`config.mk`:
```
export PLATFORM = sky130hd
export DESIGN_NAME = sel_engine
export DESIGN_NICKNAME = d
export VERILOG_FILES = /design/src/rtl/sel_pkg.sv /design/src/rtl/sel_pred_cmp.sv /design/src/rtl/sel_rr_pick.sv /design/src/rtl/sel_free_pick.sv /design/src/rtl/sel_engine.sv
export SDC_FILE = /design/constraint.sdc
export NUM_CORES = 1
export LEC_CHECK = 0
export BUFFER_PORTS_ARGS = -buffer_cell sky130_fd_sc_hd__buf_2
export CAP_MARGIN = 15
export CORE_AREA = 2 2 284 286
export CTS_CLUSTER_SIZE = 10
export DETAILED_ROUTE_END_ITERATION = 10
export DIE_AREA = 0 0 286 288
export PLACE_DENSITY = 0.49
export SYNTH_ARGS = -nofsm -noshare
export SYNTH_HDL_FRONTEND = slang
export SYNTH_SLANG_ARGS = --single-unit
```
`constraint.sdc`:
```
create_clock -name clk -period 9 [get_ports clk]
set_clock_uncertainty 0.1 [all_clocks]
set_input_delay 1.35 -clock clk [delete_from_list [all_inputs] [get_ports clk]]
set_output_delay 1.35 -clock clk [all_outputs]
set_load 0.1 [all_outputs]
```
`src/rtl/sel_pkg.sv`:
```
package sel_pkg;
    localparam int OPW = 3;

    typedef enum logic [1:0] {
        SLOT_FREE  = 2'd0,
        SLOT_READY = 2'd1,
        SLOT_WAIT  = 2'd2
    } slot_st_e;

    typedef enum logic [OPW-1:0] {
        CMP_EQ = 3'd0,
        CMP_NE = 3'd1,
        CMP_LT = 3'd2,
        CMP_LE = 3'd3,
        CMP_GT = 3'd4,
        CMP_GE = 3'd5
    } cmp_op_e;
endpackage

```
`src/rtl/sel_pred_cmp.sv`:
```
module sel_pred_cmp
    import sel_pkg::*;
#(
    parameter int DW = 32
) (
    input  logic [OPW-1:0] op,
    input  logic [DW-1:0]  lhs,
    input  logic [DW-1:0]  rhs,
    output logic           hit
);
    // unsigned comparison, lhs is the column value, rhs the constant
    always_comb begin
        case (op)
            CMP_EQ:  hit = (lhs == rhs);
            CMP_NE:  hit = (lhs != rhs);
            CMP_LT:  hit = (lhs <  rhs);
            CMP_LE:  hit = (lhs <= rhs);
            CMP_GT:  hit = (lhs >  rhs);
            CMP_GE:  hit = (lhs >= rhs);
            default: hit = 1'b0;
        endcase
    end
endmodule

```
`src/rtl/sel_rr_pick.sv`:
```
module sel_rr_pick #(
    parameter int N = 16,
    localparam int W = $clog2(N)
) (
    input  logic [N-1:0] req,
    input  logic [W-1:0] ptr,
    output logic         any,
    output logic [W-1:0] idx
);
    // first requester at or after ptr, wrapping; N is a power of two
    always_comb begin
        logic [W-1:0] cand;
        any = 1'b0;
        idx = '0;
        for (int i = 0; i < N; i++) begin
            cand = ptr + W'(i);
            if (!any && req[cand]) begin
                any = 1'b1;
                idx = cand;
            end
        end
    end
endmodule

```
`src/rtl/sel_free_pick.sv`:
```
module sel_free_pick #(
    parameter int N = 16,
    localparam int W = $clog2(N)
) (
    input  logic [N-1:0] free,
    output logic         any,
    output logic [W-1:0] idx
);
    // lowest free slot
    always_comb begin
        idx = '0;
        for (int i = N - 1; i >= 0; i--) begin
            if (free[i]) idx = W'(i);
        end
        any = |free;
    end
endmodule

```
`src/rtl/sel_engine.sv`:
```
module sel_engine
    import sel_pkg::*;
#(
    parameter int NSLOT     = 16,
    parameter int NPRED     = 4,
    parameter int DW        = 32,
    parameter int RW        = 16,
    parameter int COLW      = 3,
    parameter int ROW_SHIFT = 5,
    localparam int TW = $clog2(NSLOT),
    localparam int SW = $clog2(NPRED),
    localparam int AW = RW + ROW_SHIFT
) (
    input  logic                  clk,
    input  logic                  rst_n,
    input  logic [SW-1:0]         cfg_last,
    input  logic [NPRED*COLW-1:0] cfg_col,
    input  logic [NPRED*OPW-1:0]  cfg_op,
    input  logic [NPRED*DW-1:0]   cfg_const,
    input  logic                  in_valid,
    output logic                  in_ready,
    input  logic [RW-1:0]         in_row,
    output logic                  req_valid,
    input  logic                  req_ready,
    output logic [TW-1:0]         req_tag,
    output logic [AW-1:0]         req_addr,
    input  logic                  rsp_valid,
    input  logic [TW-1:0]         rsp_tag,
    input  logic [DW-1:0]         rsp_data,
    output logic                  out_valid,
    output logic [RW-1:0]         out_row
);
    typedef struct packed {
        slot_st_e [NSLOT-1:0]         st;
        logic [NSLOT-1:0][RW-1:0]     row;
        logic [NSLOT-1:0][SW-1:0]     step;
        logic                         req_v;
        logic [TW-1:0]                req_tag;
        logic [AW-1:0]                req_addr;
        logic [TW-1:0]                rr_ptr;
        logic                         out_v;
        logic [RW-1:0]                out_row;
    } eng_st_t;

    eng_st_t q, d;

    logic [NSLOT-1:0] free_vec;
    logic [NSLOT-1:0] ready_vec;
    logic             alloc_any;
    logic [TW-1:0]    alloc_idx;
    logic             grant_any;
    logic [TW-1:0]    grant_idx;
    logic             accept;
    logic             rsp_hit;
    logic             pred_ok;
    logic             req_load;
    logic [SW-1:0]    rsp_step;
    logic [OPW-1:0]   rsp_op;
    logic [DW-1:0]    rsp_const;
    logic [SW-1:0]    grant_step;
    logic [COLW-1:0]  grant_col;

    // slot occupancy views
    always_comb begin
        for (int i = 0; i < NSLOT; i++) begin
            free_vec[i]  = (q.st[i] == SLOT_FREE);
            ready_vec[i] = (q.st[i] == SLOT_READY);
        end
    end

    sel_free_pick #(.N(NSLOT)) u_free (
        .free (free_vec),
        .any  (alloc_any),
        .idx  (alloc_idx)
    );

    sel_rr_pick #(.N(NSLOT)) u_rr (
        .req  (ready_vec),
        .ptr  (q.rr_ptr),
        .any  (grant_any),
        .idx  (grant_idx)
    );

    assign in_ready = alloc_any;
    assign accept   = in_valid && alloc_any;

    // judging the returning column against its thread's current comparison
    assign rsp_hit   = rsp_valid && (q.st[rsp_tag] == SLOT_WAIT);
    assign rsp_step  = q.step[rsp_tag];
    assign rsp_op    = cfg_op[int'(rsp_step)*OPW +: OPW];
    assign rsp_const = cfg_const[int'(rsp_step)*DW +: DW];

    sel_pred_cmp #(.DW(DW)) u_cmp (
        .op   (rsp_op),
        .lhs  (rsp_data),
        .rhs  (rsp_const),
        .hit  (pred_ok)
    );

    // column of the granted thread's current comparison
    assign grant_step = q.step[grant_idx];
    assign grant_col  = cfg_col[int'(grant_step)*COLW +: COLW];
    assign req_load   = !q.req_v || req_ready;

    always_comb begin
        d       = q;
        d.out_v = 1'b0;

        // new thread in the lowest free slot
        if (accept) begin
            d.st[alloc_idx]   = SLOT_READY;
            d.row[alloc_idx]  = in_row;
            d.step[alloc_idx] = '0;
        end

        // one evaluation per cycle, on the returning response
        if (rsp_hit) begin
            if (!pred_ok) begin
                d.st[rsp_tag] = SLOT_FREE;
            end else if (rsp_step == cfg_last) begin
                d.st[rsp_tag] = SLOT_FREE;
                d.out_v       = 1'b1;
                d.out_row     = q.row[rsp_tag];
            end else begin
                d.step[rsp_tag] = rsp_step + SW'(1);
                d.st[rsp_tag]   = SLOT_READY;
            end
        end

        // one request per cycle, held while memory stalls
        if (req_load) begin
            d.req_v = grant_any;
            if (grant_any) begin
                d.req_tag       = grant_idx;
                d.req_addr      = {q.row[grant_idx], {ROW_SHIFT{1'b0}}}
                                  + (AW'(grant_col) << 2);
                d.st[grant_idx] = SLOT_WAIT;
                d.rr_ptr        = grant_idx + TW'(1);
            end
        end
    end

    always_ff @(posedge clk) begin
        if (!rst_n) q <= '0;
        else        q <= d;
    end

    assign req_valid = q.req_v;
    assign req_tag   = q.req_tag;
    assign req_addr  = q.req_addr;
    assign out_valid = q.out_v;
    assign out_row   = q.out_row;
endmodule

```
==> results summary <==
The placed wire-length estimate is 60180 µm. The fmax came out at 0.1392 GHz. The number of nets in the layout is 3047. The reported leakage power came out at 9.695 nW.

The actual transition at the worst max-transition pin is 1.188 ns. The slowest stage of the critical path belongs to the cell sky130_fd_sc_hd__ha_1. The met2 global-route usage is 0.3502.

The die covers 82370 µm². The final setup violation count is 0. The number of search-and-repair iterations in the first detailed-routing pass came out at 7. The delay contributed by the slowest stage of the critical path came out at 0.82 ns. The met3 global-route usage came out at 0.03154.

The number of hold buffers added after CTS was 0. The number of warnings printed during yosys synthesis came out at 0. The clock period minus final worst setup slack is 7.185 ns.

The wire length of the first global-routing pass is 136300 µm. Traced cell by cell, the critical path runs through inv_1, ha_1, inv_1, a2111oi_0, nor4_1, mux2i_2, nand4_2, nor2_2, or3b_1, a221oi_1, o21a_4, inv_1, buf_4, mux2i_1, o32a_1, nand3_1, a311o_1, o221ai_1. The area share of fa/ha/maj cells after synthesis came out at 0.02280. Measured on the finished design, the core utilization comes to 0.3366.

Timing analysis after detailed placement gives a worst setup slack of 1.164 ns. The power per cell area is 402.5 nW/µm². The floorplan has 104 rows. The buffer and inverter count on the worst path is 4. The largest family of logic cells by synthesized area is multiplexers. After global routing the overflow that remains totals 0.

In this run the standard cell core region covers 79640 µm². The worst setup path is launched from a register. The clock latency on the worst-skew pair is 0.59 ns. In the final layout, the share of cells above drive strength 1 is 0.2251. For this run, the register share of the synthesized area comes to 0.3097.

The number of failing hold endpoints at the final stage is 0. The tree built by TritonCTS fans out to 365 sinks. The ratio of final minimum period to clock period came out at 0.7983. The final count of pins violating max slew is 0. The area growth from synthesis to layout came out at 13.61%. The count of antenna-violating nets left after detailed routing is 0. The worst hold slack across all endpoints is 0.3652 ns. The number of antenna diodes in the final layout is 0. The setup total negative slack came out at 0 ns. The maximum number of buffers from clock root to sink is 3. The post-synthesis xor/xnor area fraction is 0.007318.

Counting stages on the worst path, the most repeated cell is sky130_fd_sc_hd__inv_1. Setup repair after global routing left no endpoint under its margin. Across the run, the number of max-cap violations was 0. The I/O pin count came out at 255.

The setup path with the least slack is of type register to register. The mux share of post-synthesis cell area is 0.2544. The via count of the first global-routing pass came out at 20227. The global-route usage over all layers is 0.2185. The count of buffers from port buffering came out at 252. The most used flip-flop cell after synthesis is sky130_fd_sc_hd__dfxtp_1. In the routed design, unresolved DRC markers number 0.

The pin count of the biggest net entering global routing came out at 173. The min-delay analysis places its worst path in the category register to register. Along the worst path, the maximum fanout reaches 30. The proportion of power drawn by combinational gates came out at 0.671. The kind of cell with the highest combined delay along the critical path is compound AO/OA/AOI/OAI gates. For this block, the initial DRC count from the detailed router was 2095. The synthesized area per cell came out at 8.752 µm².

After global routing, the most crowded layer is met2. The share of synthesized registers carrying an async set or reset is 0. TritonCTS built the clock tree. Gates resized during post-CTS repair numbered 0. The flip-flop and latch count after synthesis came out at 365.

The worst max-slew margin expressed relative to the limit came out at 0.2033. Buffers added to address setup during post-CTS repair amount to 0. The net switching power came out at 5.783 mW.

The via total after detailed routing came out at 21428. The proportion of power drawn by the clock network is 0.159. The number of distinct standard cells referenced by the synthesized netlist is 93. The total wirelength of the detailed-routed design is 92700 µm. The flow ran to the end, and the final reports show no timing, DRC or antenna violations. STA puts the critical path data arrival time at 7.57 ns. The clock slew seen by the registers of the worst setup and hold paths is 0.06 ns. The met1 track demand over resource is 0.3061. The floorplan step set the die width to 286 µm.

The area fraction in compound gates after synthesis is 0.1642. The synthesized design contains 0 enable-type register cells. For the worst setup path, the data required time is 9.39 ns. The kind of capture point of the worst setup path is a register. The power share of the sequential group is 0.170. The via density per instance came out at 5.534. CTS placed an instance of sky130_fd_sc_hd__clkbuf_16 at the clock tree root. In this run the cell area of the synthesized design comes to 23600 µm². The die is 288 µm tall. The internal portion of total power came out at 5.007 mW. The number of buffers added by the clock tree synthesis step came out at 45. The maximum resistive drop on vdd is 0.0007089 V. The number of antenna violations at the first check in global routing came out at 3. Synthesis handed over a netlist of 2696 instances. Of the total synthesized cell area, the portion taken by AND, OR, NAND and NOR gates is 0.1781. Once routing completed, OpenROAD measured the worst setup slack at 1.815 ns. The starting utilization of the core area is 0.2963. The placer congestion estimate came out at 0.8916.

The count of H-tree levels built during CTS is 2. The switching part of the total is 0.5360. The average wire per cell in the routed design came out at 23.94 µm.
[tightest hold or removal path, cell delays in order (launching register included)]
cell,delay [ns]
sky130_fd_sc_hd__dfxtp_1,0.31
sky130_fd_sc_hd__nand2_1,0.05
sky130_fd_sc_hd__a21oi_1,0.05
[power by group through the flow]
stage / clock, mW / sequential (mW) / combinational (mW)
2_1_floorplan: 0 / 1.84 / 5.10
3_3_place_gp: 0 / 1.86 / 7.18
3_5_place_dp: 0 / 1.86 / 7.16
4_1_cts: 1.74 / 1.83 / 7.17
5_1_grt: 1.80 / 1.84 / 7.66
6_report: 1.72 / 1.83 / 7.24
[layout by cell type, fill, tap and decap left out, types with 11 or more instances in the layout]
master	instances
sky130_fd_sc_hd__xnor2_1	13
sky130_fd_sc_hd__nand2b_1	18
sky130_fd_sc_hd__inv_1	60
sky130_fd_sc_hd__a21oi_1	238
sky130_fd_sc_hd__nand3_1	41
sky130_fd_sc_hd__clkbuf_16	45
sky130_fd_sc_hd__buf_4	56
sky130_fd_sc_hd__nor3_1	14
sky130_fd_sc_hd__buf_2	249
sky130_fd_sc_hd__mux4_2	151
sky130_fd_sc_hd__nand2_1	550
sky130_fd_sc_hd__a2111oi_0	12
sky130_fd_sc_hd__o311a_1	13
sky130_fd_sc_hd__a211oi_1	67
sky130_fd_sc_hd__nor2b_1	60
sky130_fd_sc_hd__a21boi_0	44
sky130_fd_sc_hd__o32ai_1	20
sky130_fd_sc_hd__a22oi_1	11
sky130_fd_sc_hd__o21ai_0	60
sky130_fd_sc_hd__mux2_2	70
sky130_fd_sc_hd__o221ai_1	18
sky130_fd_sc_hd__nor2_1	159
sky130_fd_sc_hd__and2_1	22
sky130_fd_sc_hd__dfxtp_1	365
sky130_fd_sc_hd__nor3b_1	13
sky130_fd_sc_hd__a21o_1	16
sky130_fd_sc_hd__ha_1	43
sky130_fd_sc_hd__mux2i_1	173
sky130_fd_sc_hd__nand4_1	17
[routing by layer]
metal | up-vias | wire (µm) | part of all wire
met5 | - | 27 | 0.00029
met1 | 10616 | 42170 | 0.45
met4 | 4 | 2456 | 0.026
li1 | 9861 | - | -
met2 | 797 | 42370 | 0.46
met3 | 150 | 5681 | 0.061
[layout make-up]
type                            count  area [µm²]
Clock buffer                       62        1260
Clock inverter                      4       56.30
Fill cell                        8286       52830
Inverter                           72       280.3
Multi-Input combinational cell   2002       14880
Sequential cell                   365        7307
Tap cell                         1060        1326
Timing Repair Buffer              307        1698
[Yosys cell counts (6+ instances only)]
| cell type | n | area, µm² |
|---|---|---|
| sky130_fd_sc_hd__nand3b_1 | 6 | 45.04 |
| sky130_fd_sc_hd__a2111oi_0 | 12 | 105.1 |
| sky130_fd_sc_hd__a21boi_0 | 44 | 330.3 |
| sky130_fd_sc_hd__buf_4 | 50 | 375.4 |
| sky130_fd_sc_hd__and3_1 | 6 | 37.54 |
| sky130_fd_sc_hd__nor2b_1 | 61 | 381.6 |
| sky130_fd_sc_hd__a22oi_1 | 11 | 82.58 |
| sky130_fd_sc_hd__inv_1 | 61 | 229.0 |
| sky130_fd_sc_hd__nand2_1 | 550 | 2064 |
| sky130_fd_sc_hd__a21o_1 | 16 | 120.1 |
| sky130_fd_sc_hd__mux2_2 | 70 | 788.3 |
| sky130_fd_sc_hd__nor3b_1 | 13 | 97.59 |
| sky130_fd_sc_hd__o32ai_1 | 20 | 175.2 |
| sky130_fd_sc_hd__a211oi_1 | 67 | 503.0 |
| sky130_fd_sc_hd__nand3_1 | 41 | 205.2 |
| sky130_fd_sc_hd__nand2b_1 | 18 | 112.6 |
| sky130_fd_sc_hd__clkbuf_1 | 158 | 593.1 |
| sky130_fd_sc_hd__nor2_1 | 164 | 615.6 |
| sky130_fd_sc_hd__mux4_2 | 152 | 3423 |
| sky130_fd_sc_hd__a31oi_1 | 9 | 56.30 |
| sky130_fd_sc_hd__o311a_1 | 13 | 130.1 |
| sky130_fd_sc_hd__o211ai_1 | 10 | 75.07 |
| sky130_fd_sc_hd__mux2i_1 | 173 | 1732 |
| sky130_fd_sc_hd__buf_2 | 24 | 120.1 |
| sky130_fd_sc_hd__nand4_1 | 17 | 106.4 |
| sky130_fd_sc_hd__buf_1 | 21 | 78.83 |
| sky130_fd_sc_hd__a21oi_1 | 238 | 1191 |
| sky130_fd_sc_hd__dfxtp_1 | 365 | 7307 |
| sky130_fd_sc_hd__xnor2_1 | 14 | 122.6 |
| sky130_fd_sc_hd__o221ai_1 | 18 | 157.7 |
| sky130_fd_sc_hd__ha_1 | 43 | 538.0 |
| sky130_fd_sc_hd__o21ai_0 | 60 | 300.3 |
| sky130_fd_sc_hd__clkinv_1 | 8 | 30.03 |
| sky130_fd_sc_hd__o22ai_1 | 9 | 56.30 |
| sky130_fd_sc_hd__o21a_1 | 7 | 52.55 |
| sky130_fd_sc_hd__nor3_1 | 17 | 85.08 |
| sky130_fd_sc_hd__and2_1 | 22 | 137.6 |
| sky130_fd_sc_hd__nor4_1 | 6 | 37.54 |
[through the flow]
stage | std cells | power, mW | instance area [µm²]
detailed placement | 3806 | 9.020 | 25490
global route | 3872 | 11.31 | 26810
floorplan | 2697 | 6.937 | 23600
CTS | 3872 | 10.75 | 26810
global placement | 3806 | 9.044 | 25490
finish | 3872 | 10.79 | 26810
[final timing paths]
check,endpoint,start,depth (start not counted),slack [ns]
hold reg to reg,register,register,2,0.37
setup / recovery,req_addr[3],q[18],18,1.81
hold / removal,register,register,2,0.37
setup reg to reg,req_addr[3],q[18],18,1.81
[cells by family after synthesis]
kind of cell,Yosys count
flops,365
simple gates,951
xor+xnor,18
mux,400
compound gates,588
buf+inv,330
other cells,1
fa+ha+maj,43
Power figures use the tool's default switching activity.
